## src/rtl/apb_xfer_pkg.sv

```systemverilog
package apb_xfer_pkg;
  typedef enum logic [1:0] {
    PH_IDLE   = 2'd0,
    PH_SETUP  = 2'd1,
    PH_ACCESS = 2'd2
  } phase_e;
endpackage

```

## src/rtl/apb_phase_fsm.sv

```systemverilog
module apb_phase_fsm
  import apb_xfer_pkg::*;
(
  input  logic clk,
  input  logic rst_n,
  input  logic cmd_valid,
  input  logic bus_ready,
  output logic cmd_ready,
  output logic load,
  output logic done,
  output logic sel,
  output logic en
);

  phase_e phase_q, phase_d;

  assign done      = (phase_q == PH_ACCESS) && bus_ready;
  assign cmd_ready = (phase_q == PH_IDLE) || done;
  assign load      = cmd_valid && cmd_ready;
  assign sel       = (phase_q != PH_IDLE);
  assign en        = (phase_q == PH_ACCESS);

  always_comb begin
    phase_d = phase_q;
    unique case (phase_q)
      PH_IDLE:   if (cmd_valid) phase_d = PH_SETUP;
      PH_SETUP:  phase_d = PH_ACCESS;
      PH_ACCESS: if (bus_ready) phase_d = cmd_valid ? PH_SETUP : PH_IDLE;
      default:   phase_d = PH_IDLE;
    endcase
  end

  always_ff @(posedge clk or negedge rst_n) begin
    if (!rst_n) phase_q <= PH_IDLE;
    else        phase_q <= phase_d;
  end

  // setup is one cycle and always advances to access
  p_setup_once_r3: assert property (@(posedge clk) disable iff (!rst_n)
    (phase_q == PH_SETUP) |=> (phase_q == PH_ACCESS));

  // a wait state keeps the access phase
  p_wait_holds_r4: assert property (@(posedge clk) disable iff (!rst_n)
    (phase_q == PH_ACCESS && !bus_ready) |=> (phase_q == PH_ACCESS));

  // a command taken on completion goes straight to setup
  p_chain_r6: assert property (@(posedge clk) disable iff (!rst_n)
    (done && cmd_valid) |=> (phase_q == PH_SETUP));

  // completion with nothing pending returns to idle
  p_to_idle_r7: assert property (@(posedge clk) disable iff (!rst_n)
    (done && !cmd_valid) |=> (phase_q == PH_IDLE));
endmodule

```

## src/rtl/apb_cmd_hold.sv

```systemverilog
module apb_cmd_hold #(
  parameter int ADDR_W = 12,
  parameter int DATA_W = 32
) (
  input  logic              clk,
  input  logic              rst_n,
  input  logic              load,
  input  logic              cmd_write,
  input  logic [ADDR_W-1:0] cmd_addr,
  input  logic [DATA_W-1:0] cmd_wdata,
  output logic              hold_write,
  output logic [ADDR_W-1:0] hold_addr,
  output logic [DATA_W-1:0] hold_wdata
);

  always_ff @(posedge clk or negedge rst_n) begin
    if (!rst_n) begin
      hold_write <= 1'b0;
      hold_addr  <= '0;
      hold_wdata <= '0;
    end else if (load) begin
      hold_write <= cmd_write;
      hold_addr  <= cmd_addr;
      hold_wdata <= cmd_wdata;
    end
  end
endmodule

```

## src/rtl/apb_rsp_capture.sv

```systemverilog
module apb_rsp_capture #(
  parameter int DATA_W = 32
) (
  input  logic              clk,
  input  logic              rst_n,
  input  logic              done,
  input  logic              is_write,
  input  logic [DATA_W-1:0] bus_rdata,
  input  logic              bus_err,
  output logic              rsp_valid,
  output logic [DATA_W-1:0] rsp_rdata,
  output logic              rsp_err
);

  always_ff @(posedge clk or negedge rst_n) begin
    if (!rst_n) begin
      rsp_valid <= 1'b0;
      rsp_rdata <= '0;
      rsp_err   <= 1'b0;
    end else begin
      rsp_valid <= done;
      if (done) begin
        rsp_rdata <= is_write ? '0 : bus_rdata;
        rsp_err   <= bus_err;
      end
    end
  end
endmodule

```

## src/rtl/apb_xfer_master.sv

```systemverilog
module apb_xfer_master #(
  parameter int ADDR_W = 12,
  parameter int DATA_W = 32
) (
  input  logic              clk,
  input  logic              rst_n,
  input  logic              cmd_valid,
  output logic              cmd_ready,
  input  logic              cmd_write,
  input  logic [ADDR_W-1:0] cmd_addr,
  input  logic [DATA_W-1:0] cmd_wdata,
  output logic              rsp_valid,
  output logic [DATA_W-1:0] rsp_rdata,
  output logic              rsp_err,
  output logic              bus_sel,
  output logic              bus_en,
  output logic              bus_write,
  output logic [ADDR_W-1:0] bus_addr,
  output logic [DATA_W-1:0] bus_wdata,
  input  logic [DATA_W-1:0] bus_rdata,
  input  logic              bus_ready,
  input  logic              bus_err
);

  logic load, done;

  apb_phase_fsm u_fsm (
    .clk(clk), .rst_n(rst_n), .cmd_valid(cmd_valid), .bus_ready(bus_ready),
    .cmd_ready(cmd_ready), .load(load), .done(done), .sel(bus_sel), .en(bus_en)
  );

  apb_cmd_hold #(.ADDR_W(ADDR_W), .DATA_W(DATA_W)) u_hold (
    .clk(clk), .rst_n(rst_n), .load(load), .cmd_write(cmd_write),
    .cmd_addr(cmd_addr), .cmd_wdata(cmd_wdata), .hold_write(bus_write),
    .hold_addr(bus_addr), .hold_wdata(bus_wdata)
  );

  apb_rsp_capture #(.DATA_W(DATA_W)) u_rsp (
    .clk(clk), .rst_n(rst_n), .done(done), .is_write(bus_write),
    .bus_rdata(bus_rdata), .bus_err(bus_err), .rsp_valid(rsp_valid),
    .rsp_rdata(rsp_rdata), .rsp_err(rsp_err)
  );

  // enable never without select
  p_en_needs_sel_r2: assert property (@(posedge clk) disable iff (!rst_n)
    bus_en |-> bus_sel);

  // setup and wait cycles keep the bus fields stable into the next cycle
  p_stable_access_r4: assert property (@(posedge clk) disable iff (!rst_n)
    (bus_sel && !(bus_en && bus_ready)) |=>
      (bus_sel && bus_en && $stable(bus_addr) && $stable(bus_write) && $stable(bus_wdata)));

  // ready while selected only on the completing cycle
  p_ready_on_done_r5: assert property (@(posedge clk) disable iff (!rst_n)
    (cmd_ready && bus_sel) |-> (bus_en && bus_ready));

  // response strobe follows completion, and only completion
  p_rsp_follows_r8: assert property (@(posedge clk) disable iff (!rst_n)
    (bus_en && bus_ready) |=> rsp_valid);
  p_rsp_only_r8: assert property (@(posedge clk) disable iff (!rst_n)
    !(bus_en && bus_ready) |=> !rsp_valid);
endmodule

```

## config.mk

```make
export PLATFORM = sky130hd
export DESIGN_NAME = apb_xfer_master
export DESIGN_NICKNAME = d
export VERILOG_FILES = /design/src/rtl/apb_xfer_pkg.sv /design/src/rtl/apb_phase_fsm.sv /design/src/rtl/apb_cmd_hold.sv /design/src/rtl/apb_rsp_capture.sv /design/src/rtl/apb_xfer_master.sv
export SDC_FILE = /design/constraint.sdc
export NUM_CORES = 1
export LEC_CHECK = 0
export BUFFER_PORTS_ARGS = -buffer_cell sky130_fd_sc_hd__buf_2
export CORE_MARGIN = 5
export CORE_UTILIZATION = 35
export CTS_BUF_LIST = sky130_fd_sc_hd__clkbuf_8 sky130_fd_sc_hd__clkbuf_16
export CTS_CLUSTER_SIZE = 40
export DETAILED_ROUTE_END_ITERATION = 6
export PLACE_DENSITY = 0.69
export SLEW_MARGIN = 40
export SYNTH_ARGS = -nofsm -noshare
export SYNTH_HDL_FRONTEND = slang
export SYNTH_SLANG_ARGS = --single-unit
```

## constraint.sdc

```tcl
create_clock -name clk -period 1.7 [get_ports clk]
set_input_delay 0.34 -clock clk [delete_from_list [all_inputs] [get_ports clk]]
set_output_delay 0.34 -clock clk [all_outputs]
set_load 0.02 [all_outputs]
```

==> results.md, run 1 <==
* Result of the run: finished, final reports clean
* Detailed Place HPWL at 5570 um
* Synth warn at 0
* First-pass GRT wire length at 12400 um
* Number of buffer cells added on primary ports at 163
* Max-slew violation count at 0
* Class of the tightest hold or removal check: in2async
* Placer congestion estimate at between 0.6 and 0.7
* Clock tree from TritonCTS: done
* Layout Nets at about 490
* Vias per Instance at 4.34
* Die outline height at 108 um
* Post-synthesis net count at 329
* Detail Route Antenna Nets at 0
* Total via count in the routed design at 2361
* Number of I/O pins at 164
* Sw Ratio at 0.364
* Cells on worst reg2reg path at 4
* Critical path launch point: u_fsm.phase_q[1]$_DFFE_PN0P_
* CTS Buffer Depth at 2
* GR Overflow Total at 0
* Post-synthesis compound-gate area fraction at 0.0474
* Simple-gate share of the synthesized area at 0.111
* Data arrival time of the critical path at 1870 ps
* Cts hold-fix bufs at 0
* Mean instance size in the synthesized netlist at 13.7 um2
* Reg-to-reg setup timing slack at 50 ps
* Setup Skew at 11.0 ps
* Inserted Clock Buffers at 9
* Number of search-and-repair iterations in the first detailed-routing pass at 4
* Number of post-CTS setup repair buffers at 0
* Overall fraction of global-route tracks in use at 0.136
* Maximum fanout count along the critical path at 46
* Post-route core utilization at 0.481
* Via count of the first global-routing pass at 2511
* Combinational Power Share at 0.369
* Final wirelength at ~7800 um
* Root Buffer Master: sky130_fd_sc_hd__clkbuf_8
* Cell leakage power at 2.33 nW
* Tightest slew margin relative to the limit at 0.709
* Number of antenna repair diodes at 0
* Clock share of power at 0.206
* Switching pwr at 0.00240 W
* DRC violation count after routing at 0
* Reg2Reg Launch Point: u_fsm.phase_q[1]$_DFFE_PN0P_
* Main combinational cell family by area after synthesis: multiplexers
* Clock latency of the later-clocked register in the worst-skew pair at 340 ps
* Number of antenna violations at the first check in global routing at 0
* Clock transition at the register clock pins on the worst setup and hold paths after CTS at 80 ps
* Die X at 108 um
* Internal Pwr Total at between 0.004 and 0.005 W
* Fraction of final layout cells sized beyond drive strength 1 at 0.559
* Fin cells at 544
* Worst voltage drop across the vdd grid at 0.572 mV
* Critical Path Start Type: flop
* Largest net degree at the start of global routing at 82
* Endpoints failing hold at 0
* Required time of the worst setup path at 1920 ps
* Post-synthesis instance area at 3380 um2
* Summed negative setup slack over all endpoints at 0 ps
* Minimum clock period after layout at 1650 ps
* Wirelength per Cell at 14.4 um
* Number of endpoints failing setup at the final stage at 0
* Max-capacitance violation count at 0
* Adder-cell share of the synthesized area at 0
* Resize count post-CTS at 0
* Fillers at between 800 and 900
* Number of rows in the core area at 35
* Effective utilization at floorplan at 0.362
* Final period utilization at 0.970
* Unrepaired setup endpoints after global routing: no
* Detailed Route Iter0 Violations at approximately 110
* Nature of the critical path endpoint: flop
* Count of unique library cells instantiated by Yosys at 18
* Flip-flop and latch count after synthesis at 81
* Xor-xnor portion of the synthesized cell area at 0
* Fraction of synthesized area in multiplexers at 0.200
* P per Cell Area at 1470 nW/um2
* Seq/Total Area, Yosys at 0.600
* Mapped Cells at 247
* Growth of design area from synthesis to finish at 32.9%
* Relative contribution of sequential cells to total power at 0.425
* Area of the core region at 9330 um2
* Number of cells in the design after placement at roughly 530
* Startpoint-to-endpoint class of the critical path: reg2reg
* Max frequency at roughly 600 MHz
* Capture instance of the worst register-to-register path: u_hold.hold_wdata[31]$_DFFE_PN0P_
* Depth of the CTS H-tree at 3
* DIE AREA at 11700 um2
* Worst slew pin tran at about 440 ps
* Clock sink count at between 80 and 90
-- Yosys cell counts (all sizes together) --
cell | n | area, um2
or2 | 1 | 6.26
buf | 11 | 120
nor2b | 2 | 20.0
nor3b | 1 | 12.5
nand2b | 32 | 200
nand2 | 32 | 120
mux2 | 47 | 676
nor2 | 2 | 7.51
nand3b | 1 | 7.51
o21ai | 32 | 160
inv | 1 | 3.75
clkbuf | 4 | 15.0
dfrtp | 81 | 2030
-- placed cells by master (no fill, tap or decap) --
| master | n |
|---|---|
| sky130_fd_sc_hd__buf_12 | 3 |
| sky130_fd_sc_hd__clkbuf_8 | 9 |
| sky130_fd_sc_hd__nor3b_4 | 1 |
| sky130_fd_sc_hd__bufinv_16 | 1 |
| sky130_fd_sc_hd__inv_1 | 2 |
| sky130_fd_sc_hd__nor2b_4 | 1 |
| sky130_fd_sc_hd__nand3b_1 | 1 |
| sky130_fd_sc_hd__dfrtp_1 | 81 |
| sky130_fd_sc_hd__mux2_2 | 8 |
| sky130_fd_sc_hd__buf_2 | 162 |
| sky130_fd_sc_hd__clkinv_2 | 1 |
| sky130_fd_sc_hd__clkinvlp_4 | 3 |
| sky130_fd_sc_hd__nor2b_1 | 1 |
| sky130_fd_sc_hd__nor2_1 | 2 |
| sky130_fd_sc_hd__buf_4 | 3 |
| sky130_fd_sc_hd__or2_2 | 1 |
| sky130_fd_sc_hd__o21ai_0 | 32 |
| sky130_fd_sc_hd__nand2_1 | 32 |
| sky130_fd_sc_hd__mux2_4 | 39 |
| sky130_fd_sc_hd__nand2b_1 | 32 |
-- logic make-up (layout without fill, tap and decap cells) --
family,count (synthesis),after routing
AO/OA/AOI/OAI,32,32
AND/OR/NAND/NOR,71,71
multiplexers,47,47
buffers and inverters,16,184
flip-flops,81,81
-- routing by layer --
metal  GRT usage  part of all wire
met2       0.223              0.47
met1       0.165              0.43
met4      0.0325            0.0089
met5           0                 0
met3      0.0573             0.086
-- power groups by stage --
stage	Combinational, W	Clock, W	Sequential (W)
2_1_floorplan	0.000887	0	0.00351
3_3_place_gp	0.00242	0	0.00281
3_5_place_dp	0.00247	0	0.00283
4_1_cts	0.00247	0.00142	0.00281
5_1_grt	0.00262	0.00151	0.00288
6_report	0.00243	0.00136	0.00280
-- worst max-delay path: stages (launching register included) --
cell and delay (ps):
sky130_fd_sc_hd__dfrtp_1 430, sky130_fd_sc_hd__nor2b_4 160, sky130_fd_sc_hd__nor3b_4 200, sky130_fd_sc_hd__buf_12 330, sky130_fd_sc_hd__mux2_2 380
-- sequential cells by signal, summed over array words and instances (netlist names) --
| register | cells |
|---|---|
| u_fsm.phase_q | 2 |
| u_hold.hold_addr | 12 |
| u_rsp.rsp_err | 1 |
| u_hold.hold_write | 1 |
| u_hold.hold_wdata | 32 |
| u_rsp.rsp_rdata | 32 |
| u_rsp.rsp_valid | 1 |
-- worst max path at each step --
stage | to | slack [ps]
6_report | u_hold.hold_wdata[31]$_DFFE_PN0P_ | 50
4_1_cts | u_hold.hold_wdata[31]$_DFFE_PN0P_ | 60
3_3_place_gp | u_hold.hold_addr[0]$_DFFE_PN0P_ | 120
5_1_grt | bus_sel | 20
3_5_place_dp | u_hold.hold_addr[0]$_DFFE_PN0P_ | 70
2_1_floorplan | u_hold.hold_addr[10]$_DFFE_PN0P_ | 270
-- area by class of cell --
| type | instances | area (um2) | share of cell area |
|---|---|---|---|
| flip-flops and latches | 81 | 2030 | 0.452 |
| multi-input cells | 150 | 1220 | 0.271 |
| clock buffers | 9 | 124 | 0.0276 |
| well taps | 129 | 161 | 0.0360 |
| repair buffers | 168 | 893 | 0.199 |
| inverters | 1 | 3.75 | 0.000837 |
| clock inverters | 6 | 61.3 | 0.0137 |
-- stage by stage --
step	worst slack [ps]	instance area, um2	total power [W]	hold WS (ps)
2_1_floorplan	269	3380	0.00440	44.4
3_3_place_gp	124	4300	0.00523	402
3_5_place_dp	70.7	4300	0.00530	405
4_1_cts	57.9	4490	0.00670	16.0
5_1_grt	16.1	4490	0.00701	25.8
6_report	51.8	4490	0.00659	17.8
Power figures use the tool's default switching activity.
==> run 2: changes to the inputs <==
--- a/config.mk
+++ b/config.mk
@@ -12,6 +12,6 @@
 export CTS_CLUSTER_SIZE = 40
 export DETAILED_ROUTE_END_ITERATION = 6
+export GPL_ROUTABILITY_DRIVEN = 0
 export PLACE_DENSITY = 0.69
-export SLEW_MARGIN = 40
 export SYNTH_ARGS = -nofsm -noshare
 export SYNTH_HDL_FRONTEND = slang
==> constraint.sdc (replaced) <==
create_clock -name clk -period 1.7 [get_ports clk]
set_input_delay 0.17 -clock clk [delete_from_list [all_inputs] [get_ports clk]]
set_output_delay 0.17 -clock clk [all_outputs]
set_load 0.02 [all_outputs]
==> run 2 against run 1 <==
Compared with the run above: global-route usage decreased by 0.079 points; total power up 0.13%; clock-buffer cell count grew 1; flip-flop and latch count is the same; final area grew 0.50%; routed wire length shrank 0.57%.
==> results.md, run 2 (same netlist as run 1, synthesis figures left out) <==
* Result of the run: finished, final reports clean (unchanged)
* Number of endpoints failing setup at the final stage at 0 (unchanged)
* Root Buffer Master: sky130_fd_sc_hd__clkbuf_8 (unchanged)
* Area of the core region at 9330 um2 (unchanged)
* Unrepaired setup endpoints after global routing: no (unchanged)
* Data arrival time of the critical path at 1870 ps (about the same)
* Clock transition at the register clock pins on the worst setup and hold paths after CTS at 80 ps (about the same)
* Fillers at 851 (was 872)
* P per Cell Area at 1460 nW/um2 (was 1470 nW/um2)
* Most common library cell in the layout ignoring fill and taps: sky130_fd_sc_hd__buf_2 (unchanged)
* Number of rows in the core area at 35 (unchanged)
* Capture instance of the worst register-to-register path: u_hold.hold_addr[2]$_DFFE_PN0P_ (was u_hold.hold_wdata[31]$_DFFE_PN0P_)
* Die outline height at 108 um (unchanged)
* Startpoint-to-endpoint class of the critical path: reg2reg (unchanged)
* Clock sink count at 81 (unchanged)
* Setup Skew at 6.17 ps (was 11.0 ps)
* Worst voltage drop across the vdd grid at 0.628 mV (was 0.572 mV)
* Layout Nets at 494 (was 493)
* Minimum clock period after layout at 1650 ps (about the same)
* Number of buffer cells added on primary ports at 163 (unchanged)
* Number of antenna violations at the first check in global routing at 0 (unchanged)
* Vias per Instance at 4.37 (was 4.34)
* Hold WS at 59.7 ps (was 17.8 ps)
* Reg-to-reg setup timing slack at 50 ps (about the same)
* Overall fraction of global-route tracks in use at 0.135 (was 0.136)
* Critical Path Start Type: flop (unchanged)
* Cells on worst reg2reg path at 4 (unchanged)
* Detail Route Antenna Nets at 0 (unchanged)
* Via count of the first global-routing pass at 2534 (was 2511)
* Maximum fanout count along the critical path at 46 (unchanged)
* Max-slew violation count at 0 (unchanged)
* Number of post-CTS setup repair buffers at 0 (unchanged)
* Required time of the worst setup path at 1920 ps (about the same)
* Worst slew pin tran at 456 ps (was 436 ps)
* Cell depth of the worst hold path at 2
* Endpoints failing hold at 0 (unchanged)
* Inserted Clock Buffers at 9 (unchanged)
* Worst Min Path Start: cmd_wdata[15]
* Summed negative setup slack over all endpoints at 0 ps (unchanged)
* GR Overflow Total at 0 (unchanged)
* Clock latency of the later-clocked register in the worst-skew pair at 330 ps (was 340 ps)
* Fin cells at 546 (was 544)
* CTS Buffer Depth at 2 (unchanged)
* Detailed Route Iter0 Violations at 79 (was 106)
* Total via count in the routed design at 2387 (was 2361)
* Post-route core utilization at 0.483 (was 0.481)
* Reg2Reg Launch Point: u_fsm.phase_q[1]$_DFFE_PN0P_ (unchanged)
* Tightest slew margin relative to the limit at 0.696 (was 0.709)
* Number of I/O pins at 164 (unchanged)
* Max frequency at 606 MHz (was 607 MHz)
* Leading cell types in the layout, fill and taps excluded: 162 x sky130_fd_sc_hd__buf_2, 80 x sky130_fd_sc_hd__dfrtp_1, 39 x sky130_fd_sc_hd__mux2_4 (was 162 x sky130_fd_sc_hd__buf_2, 81 x sky130_fd_sc_hd__dfrtp_1, 39 x sky130_fd_sc_hd__mux2_4)
* Largest net degree at the start of global routing at 60 (was 82)
* Cell leakage power at 2.35 nW (was 2.33 nW)
* Number of search-and-repair iterations in the first detailed-routing pass at 4 (unchanged)
* Nature of the critical path endpoint: flop (unchanged)
* Final wirelength at 7790 um (was 7830 um)
* DRC violation count after routing at 0 (unchanged)
* Wirelength per Cell at 14.3 um (was 14.4 um)
* Effective utilization at floorplan at 0.362 (unchanged)
* Depth of the CTS H-tree at 3 (unchanged)
* Detailed Place HPWL at 5730 um (was 5570 um)
* Class of the tightest hold or removal check: in2reg (was in2async)
* Fraction of final layout cells sized beyond drive strength 1 at 0.561 (was 0.559)
* Clock tree from TritonCTS: done (unchanged)
* Number of cells in the design after placement at 529 (unchanged)
* Growth of design area from synthesis to finish at 33.6% (was 32.9%)
* Number of antenna repair diodes at 0 (unchanged)
* Max-capacitance violation count at 0 (unchanged)
* Die X at 108 um (unchanged)
* Terminating pin of the worst hold path: u_hold.hold_wdata[15]$_DFFE_PN0P_
* Top flop regs: u_hold.hold_wdata x32, u_rsp.rsp_rdata x32, u_hold.hold_addr x12 (unchanged)
* DIE AREA at 11700 um2 (unchanged)
* Final period utilization at 0.971 (was 0.970)
* First-pass GRT wire length at 12400 um (about the same)
run 2: changes by cell type in the layout (fill, tap and decap cells not counted):
cell / change
sky130_fd_sc_hd__clkinvlp_4: -1
sky130_fd_sc_hd__dlygate4sd3_1: +1
sky130_fd_sc_hd__dfrtp_2: +1
sky130_fd_sc_hd__clkbuf_8: +1
sky130_fd_sc_hd__clkinv_2: +1
sky130_fd_sc_hd__dfrtp_1: -1
run 2: metal layers:
layer,up-vias,GRT usage,wire length [um]
met4,0,0.0388,123
li1,1149,-,-
met5,-,0,0
met3,12,0.0549,653
met2,96,0.226,3720
met1,1130,0.160,3290
run 2: what timing repair did:
action | CTS | global route
hold buffers | 1 | 0
gates resized for setup | 1 | 0
setup endpoints to repair | 1 | 0
endpoints found under the hold margin | 32 | 0
run 2: worst max-delay path by stage:
stage / start / slack [ps] / cells after the start / to
2_1_floorplan: u_fsm.phase_q[1]$_DFFE_PN0P_ / 270 / 5 / u_hold.hold_addr[10]$_DFFE_PN0P_
5_1_grt: u_fsm.phase_q[1]$_DFFE_PN0P_ / 10 / 4 / u_hold.hold_wdata[31]$_DFFE_PN0P_
4_1_cts: u_fsm.phase_q[1]$_DFFE_PN0P_ / 50 / 4 / u_hold.hold_addr[2]$_DFFE_PN0P_
3_5_place_dp: u_fsm.phase_q[1]$_DFFE_PN0P_ / 60 / 4 / u_hold.hold_addr[2]$_DFFE_PN0P_
3_3_place_gp: u_fsm.phase_q[1]$_DFFE_PN0P_ / 120 / 4 / u_hold.hold_addr[0]$_DFFE_PN0P_
6_report: u_fsm.phase_q[1]$_DFFE_PN0P_ / 50 / 4 / u_hold.hold_addr[2]$_DFFE_PN0P_
run 2: report_power, final:
group | leakage (nW) | total, W | internal, W | switching (W)
logic | 1.25 | 0.00239 | 0.00103 | 0.00135
registers | 0.994 | 0.00282 | 0.00249 | 0.000336
clock network | 0.0995 | 0.00139 | 0.000709 | 0.000678
total | 2.35 | 0.00660 | 0.00423 | 0.00237
run 2: metrics by stage:
step | area [um2] | setup slack [ps] | power, W
6_report | 4510 | 49.9 | 0.00660
5_1_grt | 4510 | 11.4 | 0.00702
4_1_cts | 4510 | 53.8 | 0.00672
3_5_place_dp | 4300 | 55.4 | 0.00529
3_3_place_gp | 4300 | 123 | 0.00522
2_1_floorplan | 3380 | 269 | 0.00440
run 2: critical path: stages, from the launching register on:
cell and delay (ps):
sky130_fd_sc_hd__dfrtp_1 420, sky130_fd_sc_hd__nor2b_4 150, sky130_fd_sc_hd__nor3b_4 210, sky130_fd_sc_hd__buf_12 320, sky130_fd_sc_hd__mux2_2 380
run 2: final cells by class:
cell class / instances / area [um2] / share of cell area
clock buffers: 10 / 138 / 0.0305
clock inverters: 6 / 58.8 / 0.0130
inverters: 1 / 3.75 / 0.000832
multi-input cells: 150 / 1220 / 0.270
flip-flops and latches: 81 / 2030 / 0.450
well taps: 129 / 161 / 0.0358
repair buffers: 169 / 903 / 0.200
==> run 3: changes to the inputs <==
- clock period: 1.7 -> 1.8 ns (I/O delays scaled with it)
==> run 3 against run 2 <==
Compared with the run above: final cell count is 0.37% lower; critical path depth stayed put; clock-buffer cell count is 1 higher; combinational power is 5% lower; first-iteration DRC count is 10% higher; die area stayed put; core utilization is 0.11 points lower; clock power is 6% lower; global-route usage is 0.11 points lower.
==> results.md, run 3 (same netlist as run 1, synthesis figures left out) <==
* Result of the run: finished, final reports clean (unchanged)
* Number of antenna repair diodes at 0 (unchanged)
* Leading cell types in the layout, fill and taps excluded: 162 x sky130_fd_sc_hd__buf_2, 81 x sky130_fd_sc_hd__dfrtp_1, 39 x sky130_fd_sc_hd__mux2_4 (was 162 x sky130_fd_sc_hd__buf_2, 80 x sky130_fd_sc_hd__dfrtp_1, 39 x sky130_fd_sc_hd__mux2_4)
* GR Overflow Total at 0 (unchanged)
* Inserted Clock Buffers at 9 (unchanged)
* Fraction of final layout cells sized beyond drive strength 1 at 0.557 (was 0.561)
* Detail Route Antenna Nets at 0 (unchanged)
* DRC violation count after routing at 0 (unchanged)
* Internal Pwr Total at 0.00403 W (was 0.00423 W)
* Class of the tightest hold or removal check: in2reg (unchanged)
* Maximum fanout count along the critical path at 46 (unchanged)
* Clock tree from TritonCTS: done (unchanged)
* Clock sink count at 81 (unchanged)
* Clock share of power at 0.210 (about the same)
* Relative contribution of sequential cells to total power at 0.426 (was 0.428)
* Nature of the critical path endpoint: flop (unchanged)
* Vias per Instance at 4.33 (was 4.37)
* Layout Nets at 493 (was 494)
* Number of antenna violations at the first check in global routing at 0 (unchanged)
* Total via count in the routed design at 2354 (was 2387)
* Unrepaired setup endpoints after global routing: no (unchanged)
* Number of post-CTS setup repair buffers at 0 (unchanged)
* Sw Ratio at 0.353 (was 0.359)
* Critical Path Start Type: flop (unchanged)
* Top flop regs: u_hold.hold_wdata x32, u_rsp.rsp_rdata x32, u_hold.hold_addr x12 (unchanged)
* Overall fraction of global-route tracks in use at 0.134 (was 0.135)
* Most common library cell in the layout ignoring fill and taps: sky130_fd_sc_hd__buf_2 (unchanged)
* Wirelength per Cell at 14.0 um (was 14.3 um)
* Number of endpoints failing setup at the final stage at 0 (unchanged)
* Cts hold-fix bufs at 1 (unchanged)
* Clock latency of the later-clocked register in the worst-skew pair at 330 ps (about the same)
* Area of the core region at 9330 um2 (unchanged)
* Root Buffer Master: sky130_fd_sc_hd__clkbuf_8 (unchanged)
* Endpoints failing hold at 0 (unchanged)
* Startpoint-to-endpoint class of the critical path: reg2reg (unchanged)
* Final period utilization at 0.909 (was 0.971)
* Max-capacitance violation count at 0 (unchanged)
* Die X at 108 um (unchanged)
* Worst voltage drop across the vdd grid at 0.556 mV (was 0.628 mV)
* Number of buffer cells added on primary ports at 163 (unchanged)
* Detailed Route Iter0 Violations at 87 (was 79)
* Post-route core utilization at 0.482 (was 0.483)
* Number of rows in the core area at 35 (unchanged)
* Worst slew pin tran at 562 ps (was 456 ps)
* Summed negative setup slack over all endpoints at 0 ps (unchanged)
* Cell leakage power at 2.35 nW (about the same)
* Growth of design area from synthesis to finish at 33.3% (was 33.6%)
* Setup Skew at 8.74 ps (was 6.17 ps)
* Final wirelength at 7620 um (was 7790 um)
* Required time of the worst setup path at 2020 ps (was 1920 ps)
* Minimum clock period after layout at 1640 ps (was 1650 ps)
* Switching pwr at 0.00220 W (was 0.00237 W)
* First-pass GRT wire length at 12300 um (was 12400 um)
* Effective utilization at floorplan at 0.362 (unchanged)
* Depth of the CTS H-tree at 3 (unchanged)
* Fillers at 880 (was 851)
* Tightest slew margin relative to the limit at 0.625 (was 0.696)
* Number of I/O pins at 164 (unchanged)
* Detailed Place HPWL at 5560 um (was 5730 um)
* Via count of the first global-routing pass at 2494 (was 2534)
* Total power consumption of the routed design at 0.00623 W (was 0.00660 W)
* Combinational Power Share at 0.364 (was 0.362)
* DIE AREA at 11700 um2 (unchanged)
* Resize count post-CTS at 0 (was 1)
* Die outline height at 108 um (unchanged)
* Number of search-and-repair iterations in the first detailed-routing pass at 4 (unchanged)
* Clock transition at the register clock pins on the worst setup and hold paths after CTS at 80 ps (about the same)
* Data arrival time of the critical path at 1850 ps (was 1870 ps)
* CTS Buffer Depth at 2 (unchanged)
* Max frequency at 611 MHz (was 606 MHz)
* Max-slew violation count at 0 (unchanged)
* Largest net degree at the start of global routing at 67 (was 60)
* P per Cell Area at 1380 nW/um2 (was 1460 nW/um2)
[run 3: final timing paths]
kind                                                 start  cells after the start  slack, ps                           endpoint
setup / recovery              u_fsm.phase_q[1]$_DFFE_PN0P_                      4        160    u_hold.hold_addr[2]$_DFFE_PN0P_
max in group asynchronous                            rst_n                      3        820  u_hold.hold_wdata[24]$_DFFE_PN0P_
min in group asynchronous                            rst_n                      2        370   u_hold.hold_wdata[0]$_DFFE_PN0P_
hold / removal                                cmd_wdata[2]                      2         70   u_hold.hold_wdata[2]$_DFFE_PN0P_
setup reg to reg              u_fsm.phase_q[1]$_DFFE_PN0P_                      4        160    u_hold.hold_addr[2]$_DFFE_PN0P_
hold reg to reg            u_rsp.rsp_rdata[15]$_DFFE_PN0P_                      2        480    u_rsp.rsp_rdata[15]$_DFFE_PN0P_
[run 3: critical path, stage by stage (launching register included)]
cell and delay (ps):
sky130_fd_sc_hd__dfrtp_1 420, sky130_fd_sc_hd__nor2b_4 150, sky130_fd_sc_hd__nor3b_4 210, sky130_fd_sc_hd__buf_12 330
sky130_fd_sc_hd__mux2_2 380
[run 3: per-layer routing]
metal | track usage | wire length (um) | up-vias
met4 | 0.0352 | 72 | 0
li1 | - | - | 1144
met3 | 0.0567 | 715 | 7
met5 | 0 | 0 | -
met1 | 0.161 | 3170 | 1111
met2 | 0.221 | 3660 | 92
[run 3: layout make-up]
cell class | count | area (um2) | share of cell area
sequential | 81 | 2030 | 0.450
multi-input combinational | 150 | 1220 | 0.270
timing repair buffer | 168 | 896 | 0.199
tap | 129 | 161 | 0.0359
clock buffer | 11 | 151 | 0.0336
clock inverter | 4 | 43.8 | 0.00973
inverter | 1 | 3.75 | 0.000834
[run 3: power groups by stage]
stage	Clock (W)	Combinational [W]	Sequential, W
6_report	0.00131	0.00226	0.00266
5_1_grt	0.00145	0.00245	0.00273
4_1_cts	0.00136	0.00231	0.00267
3_5_place_dp	0	0.00231	0.00269
3_3_place_gp	0	0.00227	0.00267
2_1_floorplan	0	0.000838	0.00332
[run 3: stage by stage]
step / setup WS, ps / hold slack [ps] / instance area (um2) / cells
floorplan: 369 / -116 / 3380 / 247
global placement: 225 / 185 / 4290 / 528
detailed placement: 187 / 194 / 4290 / 528
CTS: 171 / 45.5 / 4500 / 544
global route: 109 / 34.8 / 4500 / 544
finish: 164 / 67.7 / 4500 / 544
